--- src/rtl/hpp_pkg.sv ---
package hpp_pkg;

    localparam int DATA_W = 8;
    localparam int NIB_W  = DATA_W / 2;

    typedef struct packed {
        logic cs_n;
        logic rd_n;
        logic wr_n;
    } strobe_t;

    localparam strobe_t STROBE_IDLE = '{cs_n: 1'b1, rd_n: 1'b1, wr_n: 1'b1};

    function automatic logic [DATA_W-1:0] join_nibbles(
        input logic [NIB_W-1:0] hi,
        input logic [NIB_W-1:0] lo
    );
        return {hi, lo};
    endfunction

endpackage

--- src/rtl/hpp_sync.sv ---
module hpp_sync #(
    parameter int W = 1,
    parameter int STAGES = 2,
    parameter logic [W-1:0] RST_VAL = '0
) (
    input  logic         clk,
    input  logic         rst,
    input  logic [W-1:0] d,
    output logic [W-1:0] q
);
    logic [W-1:0] stg [STAGES];

    generate
        for (genvar i = 0; i < STAGES; i++) begin : g_stage
            if (i == 0) begin : g_first
                always_ff @(posedge clk) begin
                    if (rst) stg[0] <= RST_VAL;
                    else     stg[0] <= d;
                end
            end else begin : g_next
                always_ff @(posedge clk) begin
                    if (rst) stg[i] <= RST_VAL;
                    else     stg[i] <= stg[i-1];
                end
            end
        end
    endgenerate

    assign q = stg[STAGES-1];
endmodule

--- src/rtl/hpp_latch_ctrl.sv ---
module hpp_latch_ctrl
    import hpp_pkg::*;
#(
    parameter int W = DATA_W,
    localparam int NW = W / 2
) (
    input  logic          clk,
    input  logic          rst,
    input  strobe_t       st_s,
    input  logic [W-1:0]  bus_s,
    input  logic          ctl_load,
    input  logic [NW-1:0] ctl_acc,
    input  logic [NW-1:0] ctl_mem,
    input  logic          ctl_ready_set,
    output logic [W-1:0]  latch_q,
    output logic          ready_q,
    output logic          drive
);
    strobe_t      st_d;
    logic [W-1:0] bus_d;
    logic         wr_rise;

    always_ff @(posedge clk) begin
        if (rst) begin
            st_d  <= STROBE_IDLE;
            bus_d <= '0;
        end else begin
            st_d  <= st_s;
            bus_d <= bus_s;
        end
    end

    // Write completes when the strobe returns high; select qualified while low.
    assign wr_rise = !st_d.wr_n && st_s.wr_n && !st_d.cs_n;
    assign drive   = !st_s.cs_n && !st_s.rd_n;

    always_ff @(posedge clk) begin
        if (rst)           latch_q <= '0;
        else if (wr_rise)  latch_q <= bus_d;
        else if (ctl_load) latch_q <= {ctl_acc, ctl_mem};
    end

    always_ff @(posedge clk) begin
        if (rst)                ready_q <= 1'b0;
        else if (wr_rise)       ready_q <= 1'b0;
        else if (ctl_ready_set) ready_q <= 1'b1;
    end

    AST_RESET_STATE: assert property (@(posedge clk)
        rst |=> (latch_q == '0 && !ready_q));
    AST_WRITE_CLEARS_READY: assert property (@(posedge clk) disable iff (rst)
        wr_rise |=> !ready_q);
    AST_READY_SET: assert property (@(posedge clk) disable iff (rst)
        (ctl_ready_set && !wr_rise) |=> ready_q);
    AST_CTL_LOAD: assert property (@(posedge clk) disable iff (rst)
        (ctl_load && !wr_rise) |=> latch_q == {$past(ctl_acc), $past(ctl_mem)});
    AST_LATCH_HOLD: assert property (@(posedge clk) disable iff (rst)
        (!wr_rise && !ctl_load) |=> $stable(latch_q));
endmodule

--- src/rtl/hpp_port.sv ---
module hpp_port
    import hpp_pkg::*;
#(
    parameter int W = DATA_W,
    parameter int SYNC_STAGES = 2,
    localparam int NW = W / 2
) (
    input  logic          clk,
    input  logic          rst,
    input  logic          host_cs_n,
    input  logic          host_rd_n,
    input  logic          host_wr_n,
    input  logic [W-1:0]  host_data_in,
    output logic [W-1:0]  host_data_out,
    output logic          host_data_oe,
    input  logic          ctl_load,
    input  logic [NW-1:0] ctl_acc,
    input  logic [NW-1:0] ctl_mem,
    input  logic          ctl_ready_set,
    input  logic          ctl_drv_en,
    output logic [NW-1:0] ctl_latch_hi,
    output logic [NW-1:0] ctl_latch_lo,
    output logic          ready
);
    localparam int SW = $bits(strobe_t);

    strobe_t      st_raw, st_s;
    logic [W-1:0] bus_s, latch;

    assign st_raw = '{cs_n: host_cs_n, rd_n: host_rd_n, wr_n: host_wr_n};

    hpp_sync #(.W(SW), .STAGES(SYNC_STAGES), .RST_VAL(STROBE_IDLE)) u_strobe_sync (
        .clk(clk), .rst(rst), .d(st_raw), .q(st_s)
    );

    hpp_sync #(.W(W), .STAGES(SYNC_STAGES), .RST_VAL('0)) u_bus_sync (
        .clk(clk), .rst(rst), .d(host_data_in), .q(bus_s)
    );

    hpp_latch_ctrl #(.W(W)) u_ctrl (
        .clk(clk), .rst(rst), .st_s(st_s), .bus_s(bus_s),
        .ctl_load(ctl_load), .ctl_acc(ctl_acc), .ctl_mem(ctl_mem),
        .ctl_ready_set(ctl_ready_set),
        .latch_q(latch), .ready_q(ready), .drive(host_data_oe)
    );

    // The driver-enable bit from the enable register is deliberately unused here.
    assign host_data_out = latch;
    assign ctl_latch_hi  = latch[W-1:NW];
    assign ctl_latch_lo  = latch[NW-1:0];

    AST_OE_NEEDS_SELECT: assert property (@(posedge clk) disable iff (rst)
        host_data_oe |-> !st_s.cs_n);
    AST_OE_DATA_IS_LATCH: assert property (@(posedge clk) disable iff (rst)
        host_data_oe |-> host_data_out == join_nibbles(ctl_latch_hi, ctl_latch_lo));
    AST_DRV_EN_IGNORED: assert property (@(posedge clk) disable iff (rst)
        (!ctl_drv_en && !st_s.cs_n && !st_s.rd_n) |-> host_data_oe);
endmodule

--- config.mk ---
export PLATFORM = sky130hd
export DESIGN_NAME = hpp_port
export DESIGN_NICKNAME = d
export VERILOG_FILES = /design/src/rtl/hpp_pkg.sv /design/src/rtl/hpp_sync.sv /design/src/rtl/hpp_latch_ctrl.sv /design/src/rtl/hpp_port.sv
export SDC_FILE = /design/constraint.sdc
export NUM_CORES = 1
export LEC_CHECK = 0
export BUFFER_PORTS_ARGS = -buffer_cell sky130_fd_sc_hd__buf_4
export CAP_MARGIN = 20
export CORE_MARGIN = 2
export CORE_UTILIZATION = 45
export CTS_CLUSTER_DIAMETER = 120
export DETAILED_ROUTE_END_ITERATION = 8
export MAX_ROUTING_LAYER = met4
export PLACE_DENSITY = 0.76
export SLEW_MARGIN = 20
export SYNTH_ARGS = -nofsm -noshare
export SYNTH_HDL_FRONTEND = slang
export SYNTH_HIERARCHICAL = 1
export SYNTH_SLANG_ARGS = --single-unit
--- constraint.sdc ---
create_clock -name clk -period 1.15 [get_ports clk]
set_input_delay 0 -clock clk [delete_from_list [all_inputs] [get_ports clk]]
set_output_delay 0 -clock clk [all_outputs]
set_load 0.02 [all_outputs]
## After elaboration in Yosys (flattened, before gate mapping)

Memory sizes are Yosys's and may differ from the RTL's. A register that Yosys moved wholly into a read port is not among the register bits.
Index checks and enable logic that the tools add are counted.
Widths: inputs -> output; s select.

- Memories kept: 2
- Memory bits (writable): 22
- Bits of input ports: 24
- Word-level logic and storage cells: 28
- Flip-flop bits (word level): 11
- Bits in read-only memories: 0
- Bits in latches: 0
- Output and inout bits: 18

Memories:

| memory | depth | width | read ports | clocked after memory_dff | write ports | line | source |
|---|---|---|---|---|---|---|---|
| u_bus_sync.stg | 2 | 8 | 2 | 1 | 2 | hpp_sync.sv:11 | `logic [W-1:0] stg [STAGES];` |
| u_strobe_sync.stg | 2 | 3 | 2 | 0 | 2 | hpp_sync.sv:11 |  |

- Equal/unequal tests: 0
- Magnitude comparators: 0
- Bitwise gates (word level): 4
- Shift operators: 0
- $add $sub $neg: 0
- Reduce and logical (&&, ||, !) cells: 9
- Multipliers: 0
- Muxes and demuxes: 9
- Divide/modulo/power cells: 0

Operators with widths:

| kind | number |
|---|---|
| $mux 8 | 4 |
| $mux 3 | 2 |
| $logic_not 1->1 | 4 |
| $or 1x1->1 | 4 |
| $logic_and 1x1->1 | 3 |
| $mux 1 | 3 |
| $reduce_bool 2->1 | 1 |
| $reduce_or 2->1 | 1 |

## Longest topological paths before layout

- Depth after elaboration: 4
- Depth in mapped cells: 4
- Gate-level depth less buffers: 2

## Hierarchy

The synthesis kept the hierarchy.

Modules (own cells, without submodules):

| module | cells an instance | area each (um2) | times used |
|---|---|---|---|
| hpp_latch_ctrl | 63 | 760.7 | 1 |
| hpp_sync (u_bus_sync) | 33 | 464.2 | 1 |
| hpp_sync (u_strobe_sync) | 12 | 157.7 | 1 |
| hpp_port | 8 | 60.1 | 1 |

## Least setup slack after synthesis

OpenSTA, ideal clock, no wires.

- Path kind: reg2reg
- From: register u_ctrl/st_d[0] (netlist bit)
- To: register u_ctrl.latch_q[0]
- Arrival: 1.084 ns
- Stages on the path, launching flop included: 5
- Path buffers: 2
- Slack: -0.013 ns
- Required time: 1.071 ns
- Setup time: 0.079 ns
- Period minus slack after synthesis: 1.163 ns
- Cells stage by stage: dfxtp_1 -> buf_6 -> or3b_1 -> buf_6 -> a211oi_2

- Word-level cells in the longest chain between the ends: 4
- Elaborated cells on any way between the ends: 5

RTL lines:

| element | line | source |
|---|---|---|
| from (decl) | hpp_latch_ctrl.sv:19 | `strobe_t st_d;` |
| from (signal assigned) | hpp_latch_ctrl.sv:28 | `st_d <= st_s;` |
| $logic_not 1->1 * | hpp_latch_ctrl.sv:34 | `assign wr_rise = !st_d.wr_n && st_s.wr_n && !st_d.cs_n;` |
| $logic_and 1x1->1 * (2 in series) | hpp_latch_ctrl.sv:34 |  |
| $mux 8 / $reduce_bool 2->1 (equally long branches) | n/a |  |
| to (signal assigned) | hpp_latch_ctrl.sv:39 | `else if (wr_rise) latch_q <= bus_d;` |
| to (signal assigned) | hpp_latch_ctrl.sv:40 | `else if (ctl_load) latch_q <= {ctl_acc, ctl_mem};` |
| to (decl) | hpp_latch_ctrl.sv:15 | `output logic [W-1:0] latch_q,` |

Mark *: on every way between the ends. The rest lies on a longest branch, timed or not.
A chain may end at the register's enable or synchronous reset.

## Final worst setup path

- From: register u_ctrl/st_d[2] (netlist bit)
- To: register u_ctrl.latch_q[2]

- Word-level cells in the longest chain between the ends: 3
- Elaborated cells on any way between the ends: 4

RTL lines:

| element | line |
|---|---|
| $logic_not 1->1 * | hpp_latch_ctrl.sv:34 |
| $logic_and 1x1->1 * | hpp_latch_ctrl.sv:34 |
| $mux 8 / $reduce_bool 2->1 (equally long branches) | n/a |

Marked as above.

==> impl_metrics.py <==
metrics = {
    "outcome": {
        "status": "finished clean",
    },
    "pwr": {
        "pwr_density_cell_nw_per_um2": 1350,
        "power.leakage_nw": 0.825,
        "finalPower_mw": 2.60,
        "ir_drop_mv": 0.762,
    },
    "critical_path": {
        "worstPathCellList": "or3b_4 -> a211oi_2",
        "worstReg2RegEnd": "u_ctrl/latch_q[2]",
        "critPathMaxStageDelay_ps": 480,
        "rr_startpoint": "u_ctrl/st_d[2]",
        "path_delay_family": "simple AND/OR/NAND/NOR gates",
        "ff2ff_path_depth": 2,
        "required_ps": 1410,
        "start_kind": "register",
        "critPathMaxFanout": 9,
        "cp.arrival_ps": 1360,
        "crit_slowest_cell": "or3b_4",
        "end_kind": "register",
        "rrSetupSlack_ps": 50,
        "worst-setup-path-type": "reg -> reg",
        "critPathBufInv": 0,
    },
    "global_routing": {
        "grt_max_degree": 42,
        "antenna_found_initial": 0,
        "grt_pass1_vias": 931,
        "grt_pass1_wl_mm": 3.64,
        "grt-ovfl-total": 0,
        "grt_use_total_pct": 14.3,
    },
    "timing": {
        "rsz0062_at_grt": "yes",
        "skew_ps": 9.34,
        "setup_viol": 0,
        "worstMarginPinSlew_ps": 424,
        "whs_ps": 42.5,
        "finalCriticalPeriod_ps": 1100,
        "slew_violations": 0,
        "relSlewSlack_pct": 71.8,
        "hold_viol": 0,
        "min_period_over_period_pct": 96.0,
        "clock.fmax_mhz": 906,
    },
    "synth": {
        "syn_area_um2": 1440,
        "ys_ff_latch": 41,
        "yosys_warnings": 6,
        "avgSynthCellArea_um2": 12.4,
        "synth_top_area_share_pct": 56.9,
        "synth_area_leaders": "dfxtp_1 57%, a211oi_2 6.9%, mux2i_1 5.6%",
        "synthCells": 116,
        "synth-seq-area-share_pct": 56.9,
        "ys_types": 17,
        "yosysTopAreaCell": "dfxtp_1",
        "synth.net_count": 140,
    },
    "route": {
        "wl_per_cell_um": 10.5,
        "dr.pass1.iters": 3,
        "drc_errors": 0,
        "viasPerCell": 4.38,
        "ant_nets": 0,
        "drt_iter0_drc": 7,
        "wl_mm": 2.19,
        "num_vias": 912,
    },
    "floorplan": {
        "core_um2": 3050,
        "rows": 20,
        "dieArea_um2": 3670,
        "die_height_um": 60.6,
        "start_util_pct": 47.3,
        "die_w_um": 60.6,
        "io_pins": 42,
    },
    "clocking": {
        "root_buffer": "clkbuf_4",
        "cts_made_buffers": 5,
        "cts_tree": "done",
        "postCtsSetupBuffers": 0,
        "clkTransAtPathRegs_ps": 110,
        "insertion_delay_ps": 340,
        "cts_sinks": 41,
        "cts_max_path_buffers": 2,
        "h-tree-depth": 2,
    },
    "final_layout": {
        "final_util_pct": 62.9,
        "num_antenna_cells": 0,
        "area_growth_pct": 33.0,
        "fin_nets": 187,
        "n_fill_cell": 253,
        "layout-drive-gt1-share_pct": 46.3,
    },
    "worst_hold_path": {
        "hold_end": "u_ctrl/latch_q[1]",
        "min_from": "ctl_mem[1]",
        "hold_path.class": "in -> reg",
        "worstHoldPathCells": 3,
    },
    "placed_design": {
        "io_buffers": 40,
        "place.gp.congestion": 0.634,
        "hpwlAfterDp_mm": 1.42,
    },
    "flow_run": {
        "drv_cap": 0,
    },
}
[final cells by class]
cell class              instances  area [µm²]  share of cell area, %
clock buffers                   7        65.1                   3.39
clock inverters                 1        5.00                  0.261
inverters                       1        3.75                  0.196
multi-input cells              59         527                   27.4
flip-flops and latches         41         821                   42.8
well taps                      44        55.1                   2.87
repair buffers                 55         443                   23.1
[flip-flops by register name, indices dropped and copies added, names as in the netlist]
register           count
u_bus_sync/stg        16
u_ctrl/bus_d           8
u_ctrl/latch_q         8
u_ctrl/ready_q         1
u_ctrl/st_d            2
u_strobe_sync/stg      6
[worst reg2reg max path: cells and delay by family, from the launching register on]
kind             cells  cell delay (ps)
AO/OA/AOI/OAI        1              210
flip-flops           1              340
AND/OR/NAND/NOR      1              480
[layer usage]
| layer | vias up | wire, µm | track usage, % |
|---|---|---|---|
| met1 | 394 | 845 | 13.1 |
| met2 | 41 | 1130 | 25.5 |
| li1 | 472 | - | - |
| met4 | 0 | 35 | 8.39 |
| met5 | - | 0 | - |
| met3 | 5 | 179 | 4.69 |
[repair_timing]
action                                 in CTS  in global routing
cloned                                      0                  0
gates resized for setup                     1                  3
setup endpoints to repair                   9                  3
endpoints found under the hold margin      12                  0
hold buffers                               12                  0
[power breakdown]
part | switching, mW | internal (mW) | leakage (nW) | total, mW
registers | 0.0239 | 1.48 | 0.338 | 1.51
logic | 0.135 | 0.184 | 0.446 | 0.318
clock network | 0.419 | 0.354 | 0.0413 | 0.773
total | 0.577 | 2.02 | 0.825 | 2.60
[stage by stage]
step                std cells  cell area [µm²]  setup WS, ps  setup TNS, ps
floorplan                 116             1450         -12.4          -99.3
global placement          188             1710          1.20              0
detailed placement        188             1710         -61.1           -406
CTS                       208             1900          40.0              0
global route              208             1920         -22.0          -34.8
finish                    208             1920          46.3              0
[worst max-delay path by stage]
stage                                  from  slack (ps)  cells past startpoint                 to
global placement             u_ctrl/st_d[2]           1                      2  u_ctrl/latch_q[7]
global route        u_strobe_sync/stg[1][0]         -20                      2  u_ctrl/latch_q[2]
detailed placement           u_ctrl/st_d[2]         -60                      2  u_ctrl/latch_q[2]
finish                       u_ctrl/st_d[2]          50                      2  u_ctrl/latch_q[2]
CTS                          u_ctrl/st_d[2]          40                      2  u_ctrl/latch_q[2]
floorplan                    u_ctrl/st_d[2]         -10                      4  u_ctrl/latch_q[0]
[placed cells by master, fill, tap and decap left out, drive strengths merged, types with 6 or more instances in the layout]
cell type	synthesis	routed
buf	13	43
dfxtp	41	41
nor2b	18	18
dlygate4sd3	0	12
mux2i	8	8
a211oi	8	8
or2	8	8
nor4b	8	8
clkbuf	2	7
and2b	6	6
[synthesized netlist by cell type, drive strengths merged]
library cell,number
a211oi,8
and2b,6
buf,13
clkbuf,2
dfxtp,41
inv,1
mux2i,8
nor2,1
nor2b,18
nor4b,8
o211a,1
or2,8
or3b,1
[cell families (layout without fill, tap and decap cells)]
| group | after synthesis | in the layout | synth area share, % |
|---|---|---|---|
| mux | 8 | 8 | 5.55 |
| compound gates | 9 | 9 | 7.63 |
| flops | 41 | 41 | 56.9 |
| buf+inv | 16 | 64 | 8.07 |
| simple gates | 42 | 42 | 21.9 |
(Power assumes the default switching activity.)
